### config.mk
export PLATFORM = sky130hd
export DESIGN_NAME = pdcfg_seq_detect
export DESIGN_NICKNAME = d
export VERILOG_FILES = /design/src/rtl/pdcfg_pkg.sv /design/src/rtl/pdcfg_op_decode.sv /design/src/rtl/pdcfg_seq_fsm.sv /design/src/rtl/pdcfg_pd_ctrl.sv /design/src/rtl/pdcfg_seq_detect.sv
export SDC_FILE = /design/constraint.sdc
export NUM_CORES = 1
export LEC_CHECK = 0
export BUFFER_PORTS_ARGS = -buffer_cell sky130_fd_sc_hd__buf_2
export CAP_MARGIN = 20
export CORE_MARGIN = 2
export CORE_UTILIZATION = 45
export DETAILED_ROUTE_END_ITERATION = 10
export GPL_TIMING_DRIVEN = 1
export PLACE_DENSITY = 0.71
export RECOVER_POWER = 100
export SYNTH_ARGS = -nofsm -noshare
export SYNTH_HDL_FRONTEND = slang
export SYNTH_SLANG_ARGS = --single-unit
### constraint.sdc
create_clock -name clk -period 1.9 [get_ports clk]
set_input_delay 0.38 -clock clk [delete_from_list [all_inputs] [get_ports clk]]
set_output_delay 0.38 -clock clk [all_outputs]
set_load 0.03 [all_outputs]
### src/rtl/pdcfg_pkg.sv
package pdcfg_pkg;

   localparam int MODE_W = 2;

   typedef enum logic [MODE_W-1:0] {
      PD_DEEP     = 2'd0,
      PD_KEEP_Q1  = 2'd1,
      PD_KEEP_Q2  = 2'd2,
      PD_KEEP_Q3  = 2'd3
   } pd_mode_e;

   // step reached: number of accesses of the sequence accepted so far
   typedef enum logic [2:0] {
      S_WAIT1 = 3'd0,
      S_HAVE1 = 3'd1,
      S_HAVE2 = 3'd2,
      S_HAVE3 = 3'd3,
      S_HAVE4 = 3'd4,
      S_HAVE5 = 3'd5
   } seq_step_e;

endpackage

### src/rtl/pdcfg_op_decode.sv
module pdcfg_op_decode #(
   parameter int              ADDR_W         = 21,
   parameter int              DATA_W         = 16,
   parameter logic [ADDR_W-1:0] TOP_ADDR     = '1,
   parameter bit              CFG_FULL_MATCH = 1'b1
) (
   input  logic              ce2,
   input  logic              op_valid,
   input  logic              op_write,
   input  logic [ADDR_W-1:0] op_addr,
   input  logic [DATA_W-1:0] op_data,
   input  logic [DATA_W-1:0] ref_word,
   input  logic [DATA_W-1:0] cfg_word,
   output logic              act,
   output logic              top_rd,
   output logic              top_wr,
   output logic              ref_hit,
   output logic              cfg_hit
);
   import pdcfg_pkg::*;

   logic at_top;

   assign act     = op_valid & ce2;
   assign at_top  = (op_addr == TOP_ADDR);
   assign top_rd  = act & at_top & ~op_write;
   assign top_wr  = act & at_top &  op_write;
   assign ref_hit = (op_data == ref_word);

   generate
      if (CFG_FULL_MATCH) begin : g_cfg_full
         assign cfg_hit = (op_data == cfg_word);
      end else begin : g_cfg_mode_only
         assign cfg_hit = (op_data[MODE_W-1:0] == cfg_word[MODE_W-1:0]);
      end
   endgenerate

endmodule

### src/rtl/pdcfg_seq_fsm.sv
module pdcfg_seq_fsm #(
   parameter int DATA_W = 16
) (
   input  logic              clk,
   input  logic              rst_n,
   input  logic              ce2,
   input  logic              act,
   input  logic              top_rd,
   input  logic              top_wr,
   input  logic              ref_hit,
   input  logic              cfg_hit,
   input  logic [DATA_W-1:0] op_data,
   output logic [DATA_W-1:0] ref_word,
   output logic [DATA_W-1:0] cfg_word,
   output logic              commit,
   output logic              seq_done,
   output logic              seq_abort
);
   import pdcfg_pkg::*;

   seq_step_e step_q, step_d;
   logic      brk, cap_ref, cap_cfg, abort_d;

   always_comb begin
      step_d  = step_q;
      brk     = 1'b0;
      cap_ref = 1'b0;
      cap_cfg = 1'b0;
      commit  = 1'b0;
      abort_d = 1'b0;
      if (act) begin
         unique case (step_q)
            S_WAIT1: if (top_rd) begin
                        step_d  = S_HAVE1;
                        cap_ref = 1'b1;
                     end
            S_HAVE1: if (top_wr && ref_hit) step_d = S_HAVE2; else brk = 1'b1;
            S_HAVE2: if (top_wr && ref_hit) step_d = S_HAVE3; else brk = 1'b1;
            S_HAVE3: if (top_wr) begin
                        step_d  = S_HAVE4;
                        cap_cfg = 1'b1;
                     end else brk = 1'b1;
            S_HAVE4: if (top_wr && cfg_hit) step_d = S_HAVE5; else brk = 1'b1;
            S_HAVE5: if (top_rd) begin
                        step_d = S_WAIT1;
                        commit = 1'b1;
                     end else brk = 1'b1;
            default: step_d = S_WAIT1;
         endcase
         if (brk) begin
            abort_d = 1'b1;
            if (top_rd) begin
               step_d  = S_HAVE1;
               cap_ref = 1'b1;
            end else begin
               step_d  = S_WAIT1;
            end
         end
      end
   end

   always_ff @(posedge clk or negedge rst_n) begin
      if (!rst_n) begin
         step_q    <= S_WAIT1;
         ref_word  <= '0;
         cfg_word  <= '0;
         seq_done  <= 1'b0;
         seq_abort <= 1'b0;
      end else begin
         step_q    <= ce2 ? step_d : S_WAIT1;
         seq_done  <= commit;
         seq_abort <= abort_d;
         if (cap_ref) ref_word <= op_data;
         if (cap_cfg) cfg_word <= op_data;
      end
   end

endmodule

### src/rtl/pdcfg_pd_ctrl.sv
module pdcfg_pd_ctrl #(
   parameter int ADDR_W = 21
) (
   input  logic              clk,
   input  logic              rst_n,
   input  logic              ce2,
   input  logic              commit,
   input  logic [1:0]        new_mode,
   output logic [1:0]        cfg_mode,
   output logic              pd_active,
   output logic [1:0]        pd_mode,
   output logic [ADDR_W:0]   retain_words
);
   import pdcfg_pkg::*;

   localparam int N_MODES = 1 << MODE_W;

   logic [ADDR_W:0] keep_tbl [N_MODES];

   // mode 0 keeps nothing; each higher code doubles the retained region
   generate
      for (genvar m = 0; m < N_MODES; m++) begin : g_keep
         if (m == 0) begin : g_none
            assign keep_tbl[m] = '0;
         end else begin : g_part
            assign keep_tbl[m] = (ADDR_W+1)'(1) << (ADDR_W - N_MODES + m);
         end
      end
   endgenerate

   always_ff @(posedge clk or negedge rst_n) begin
      if (!rst_n) begin
         cfg_mode  <= PD_DEEP;
         pd_mode   <= PD_DEEP;
         pd_active <= 1'b0;
      end else begin
         if (commit) cfg_mode <= new_mode;
         if (!ce2 && !pd_active) pd_mode <= cfg_mode;
         pd_active <= ~ce2;
      end
   end

   assign retain_words = pd_active ? keep_tbl[pd_mode] : '0;

endmodule

### src/rtl/pdcfg_seq_detect.sv
module pdcfg_seq_detect #(
   parameter int                ADDR_W         = 21,
   parameter int                DATA_W         = 16,
   parameter logic [ADDR_W-1:0] TOP_ADDR       = '1,
   parameter bit                CFG_FULL_MATCH = 1'b1
) (
   input  logic              clk,
   input  logic              rst_n,
   input  logic              ce2,
   input  logic              op_valid,
   input  logic              op_write,
   input  logic [ADDR_W-1:0] op_addr,
   input  logic [DATA_W-1:0] op_data,
   output logic [1:0]        cfg_mode,
   output logic              seq_done,
   output logic              seq_abort,
   output logic              pd_active,
   output logic [1:0]        pd_mode,
   output logic [ADDR_W:0]   retain_words
);
   import pdcfg_pkg::*;

   generate
      if (ADDR_W < 4) begin : g_bad_addr
         $error("pdcfg_seq_detect: ADDR_W must be at least 4");
      end
      if (DATA_W < MODE_W) begin : g_bad_data
         $error("pdcfg_seq_detect: DATA_W must hold the mode field");
      end
   endgenerate

   logic              act, top_rd, top_wr, ref_hit, cfg_hit, commit;
   logic [DATA_W-1:0] ref_word, cfg_word;

   pdcfg_op_decode #(
      .ADDR_W(ADDR_W), .DATA_W(DATA_W),
      .TOP_ADDR(TOP_ADDR), .CFG_FULL_MATCH(CFG_FULL_MATCH)
   ) i_dec (
      .ce2(ce2), .op_valid(op_valid), .op_write(op_write),
      .op_addr(op_addr), .op_data(op_data),
      .ref_word(ref_word), .cfg_word(cfg_word),
      .act(act), .top_rd(top_rd), .top_wr(top_wr),
      .ref_hit(ref_hit), .cfg_hit(cfg_hit)
   );

   pdcfg_seq_fsm #(.DATA_W(DATA_W)) i_fsm (
      .clk(clk), .rst_n(rst_n), .ce2(ce2),
      .act(act), .top_rd(top_rd), .top_wr(top_wr),
      .ref_hit(ref_hit), .cfg_hit(cfg_hit), .op_data(op_data),
      .ref_word(ref_word), .cfg_word(cfg_word),
      .commit(commit), .seq_done(seq_done), .seq_abort(seq_abort)
   );

   pdcfg_pd_ctrl #(.ADDR_W(ADDR_W)) i_pd (
      .clk(clk), .rst_n(rst_n), .ce2(ce2),
      .commit(commit), .new_mode(cfg_word[MODE_W-1:0]),
      .cfg_mode(cfg_mode), .pd_active(pd_active),
      .pd_mode(pd_mode), .retain_words(retain_words)
   );

endmodule

==> flow_summary.toml <==
[critical_path]
r2r_cells = 4
regToRegSetupSlack_ns = 0.13
cp.arrival_ns = 1.95
cpPeakStageDelay_ns = 0.40
timing.rr.start = "i_fsm.step_q[0]$_DFFE_PN0P_"
cp-end-kind = "flip-flop"
worstPathRequired_ns = 2.08
cp_slowest_cell = "nor4_4"
critPathLaunchType = "input pin"
crit_top_cell = "nor4_4"
worstPathCellList = "buf_2, nand4_1, nor4_4, nand3_4, nor4_4, clkbuf_4, mux2_2"
r2r_end = "i_fsm.cfg_word[6]$_DFFE_PN0P_"
worstSetupPathType = "in2reg"
cp_max_fo = 17

[drt]
route.detailed.drc = 0
drt-total-wl_mm = 4.14
num_vias = 1611
antenna_left = 0
wire_per_inst_microns = 12.4
first_pass_iters = 4
viasPerCell = 4.81
drt_iter0_markers = 40

[sta]
slew_violations = 0
hold_viol = 0
final.min_clock_period_ns = 1.77
setup_tns_ns = 0
max_slew_margin_pct = 33.1
period_share_pct = 93.2
setup_viol = 0
hold_slack_ns = 0.326
max_freq_ghz = 0.565
rsz0062_at_grt = "false"
fin_worst_skew_ns = 0.00570
tightest_slew_ns = 1.00
fin_ws_ns = 0.129

[cts]
numCtsBuffers = 5
ctsLongestPathBuffers = 2
path_clk_slew_ns = 0.08
postCtsSetupBuffers = 0
cts_sinks = 42
cts_tree = "built"
root_buffer = "clkbuf_8"
clock_latency_ns = 0.29
htree_levels = 2

[synthesis]
synth_top_area_share_pct = 45.3
synth_area_sq_um = 2320
ys_async_sr_fraction_pct = 100
synth_area_leader_cell = "dfrtp_1"
synth_area_per_cell_sq_um = 11.7
synth-edff-count = 0
yosysSeqAreaShare_pct = 45.3
yosysWarnings = 0
yosys_register_bits = 42
synthCells = 199
synth_top_flop_cell = "dfrtp_1"
yosysUniqueCellTypes = 30
synth_area_leaders = "dfrtp_1 (45%), mux2_2 (17%), xor2_1 (6.4%)"

[layout]
drive_gt1_share_pct = 38.5
finalNetCount = 306
synthToLayoutAreaGrowth_pct = 17.9
multi_input_area_sq_um = 1140
fin_util_pct = 54.3
final-seq-area_sq_um = 1050
fillerInstances = 455
fin_cells = 335
diodes = 0

[placement]
placedCellCount = 327
place_ws_ns = -0.101
gp_congestion = 0.810
dp_hpwl_mm = 3.23
io_buffers = 51

[floorplanning]
start_util_pct = 46.1
die_h_microns = 75.8
io_pins = 71
coreArea_sq_um = 5040
die_w_microns = 75.8
fp-row-count = 26
fp.dieArea_sq_um = 5750

[grt]
grt_remaining_overflow = 0
grt_pass1_wl_mm = 6.89
grt_start_max_net_pins = 43
grt_pass1_vias = 1570
grtUsageTotal_pct = 16.1
antenna_found_initial = 0

[outcome]
status = "finished, final reports clean"

[worst_hold_path]
min_path_type = "in2async"

[power_and_ir_drop]
ir_worst_vdd_mv = 0.415
leakage_uw = 0.00136
p_int_uw = 1340
combPwrFrac_pct = 10.5
power_frac_seq_pct = 50.8
p_sw_uw = 422
switching_share_pct = 23.9
clock_power_share_pct = 38.8
powerDensity_nw_per_um2 = 644

[run]
maxCapViolations = 0
==> metal layers <==
metal | track usage (%) | share of wire, % | vias to the layer above
met4 | 5.26 | 1.1 | 0
li1 | - | - | 793
met5 | 0 | 0 | -
met1 | 19.9 | 44 | 758
met3 | 4.63 | 6.1 | 5
met2 | 27.3 | 48 | 55
==> what timing repair did <==
action                     in CTS  in global routing
setup endpoints to repair       0                  3
hold buffers                    0                  0
gates resized for setup         0                  2
==> critical path, delay by kind of cell <==
family / cells / cell delay [ns]
and+or+nand+nor: 4 / 0.79
buffers and inverters: 2 / 0.40
muxes: 1 / 0.37
==> state kept, by name (all words and copies together) (netlist names) <==
signal,flops
i_pd.cfg_mode,2
i_pd.pd_mode,2
i_fsm.seq_abort,1
i_fsm.seq_done,1
i_fsm.step_q,3
i_fsm.cfg_word,16
i_fsm.ref_word,16
i_pd.pd_active,1
==> per-stage QoR <==
step | power [uW] | area [sq um]
final | 1760 | 2740
after global routing | 1850 | 2740
after CTS | 1790 | 2800
after detailed placement | 1100 | 2690
after global placement | 1100 | 2690
after floorplan | 1030 | 2390
==> layout make-up <==
| type | count | area share, % |
|---|---|---|
| Clock buffer | 5 | 2.51 |
| Clock inverter | 3 | 1.46 |
| Inverter | 6 | 0.822 |
| Multi-Input combinational cell | 145 | 41.7 |
| Sequential cell | 42 | 38.4 |
| Tap cell | 70 | 3.20 |
| Timing Repair Buffer | 64 | 11.9 |
==> worst max path at each step <==
stage | from | end | slack, ns
global route | i_fsm.ref_word[5]$_DFFE_PN0P_ | i_fsm.step_q[0]$_DFFE_PN0P_ | 0.007
global placement | op_addr[9] | i_pd.cfg_mode[0]$_DFFE_PN0P_ | -0.13
floorplan | op_addr[9] | i_fsm.cfg_word[10]$_DFFE_PN0P_ | -0.20
detailed placement | op_addr[9] | i_pd.cfg_mode[1]$_DFFE_PN0P_ | -0.10
finish | op_addr[9] | i_fsm.cfg_word[6]$_DFFE_PN0P_ | 0.13
CTS | i_fsm.ref_word[15]$_DFFE_PN0P_ | i_fsm.step_q[0]$_DFFE_PN0P_ | 0.12
==> kinds of logic after synthesis <==
family                    after synthesis  share of synthesized area (%)
DFF                                    42                           45.3
and+or+nand+nor                        41                           11.7
muxes                                  36                           17.5
xor gates and xnor gates               33                           12.4
buffers and inverters                  30                           8.73
AOI/OAI and AO/OA                      16                           4.26
other                                   1                          0.161
==> Yosys cell counts, drive strengths merged, types with 2 or more instances <==
master	n
nand3	3
nand4	10
nand2	9
a31oi	4
buf	23
o21ai	3
inv	6
nor4	8
nor3	3
nor2	5
dfrtp	42
and3	2
xnor2	16
xor2	17
a21oi	5
mux2	36
==> cell usage in the layout, fill, tap and decap left out, types with 4 or more instances in the layout <==
cell type   n
inv_1       6
buf_2      41
xnor2_1    16
a31oi_1     4
conb_1     19
dfrtp_1    42
buf_4       7
nand4_1    10
nand2_1     9
xor2_1     17
nor4_1      4
a21oi_1     5
clkbuf_8    5
mux2_2     36
clkbuf_1   13
nor2_1      5
==> power by group through the flow <==
stage          registers, uW  logic, uW  clock network, uW
6_report                 895        185                684
3_3_place_gp             913        190                  0
5_1_grt                  896        208                745
4_1_cts                  895        192                707
3_5_place_dp             913        191                  0
2_1_floorplan            915        119                  0
Note: power is estimated with default switching activity, not from simulation.
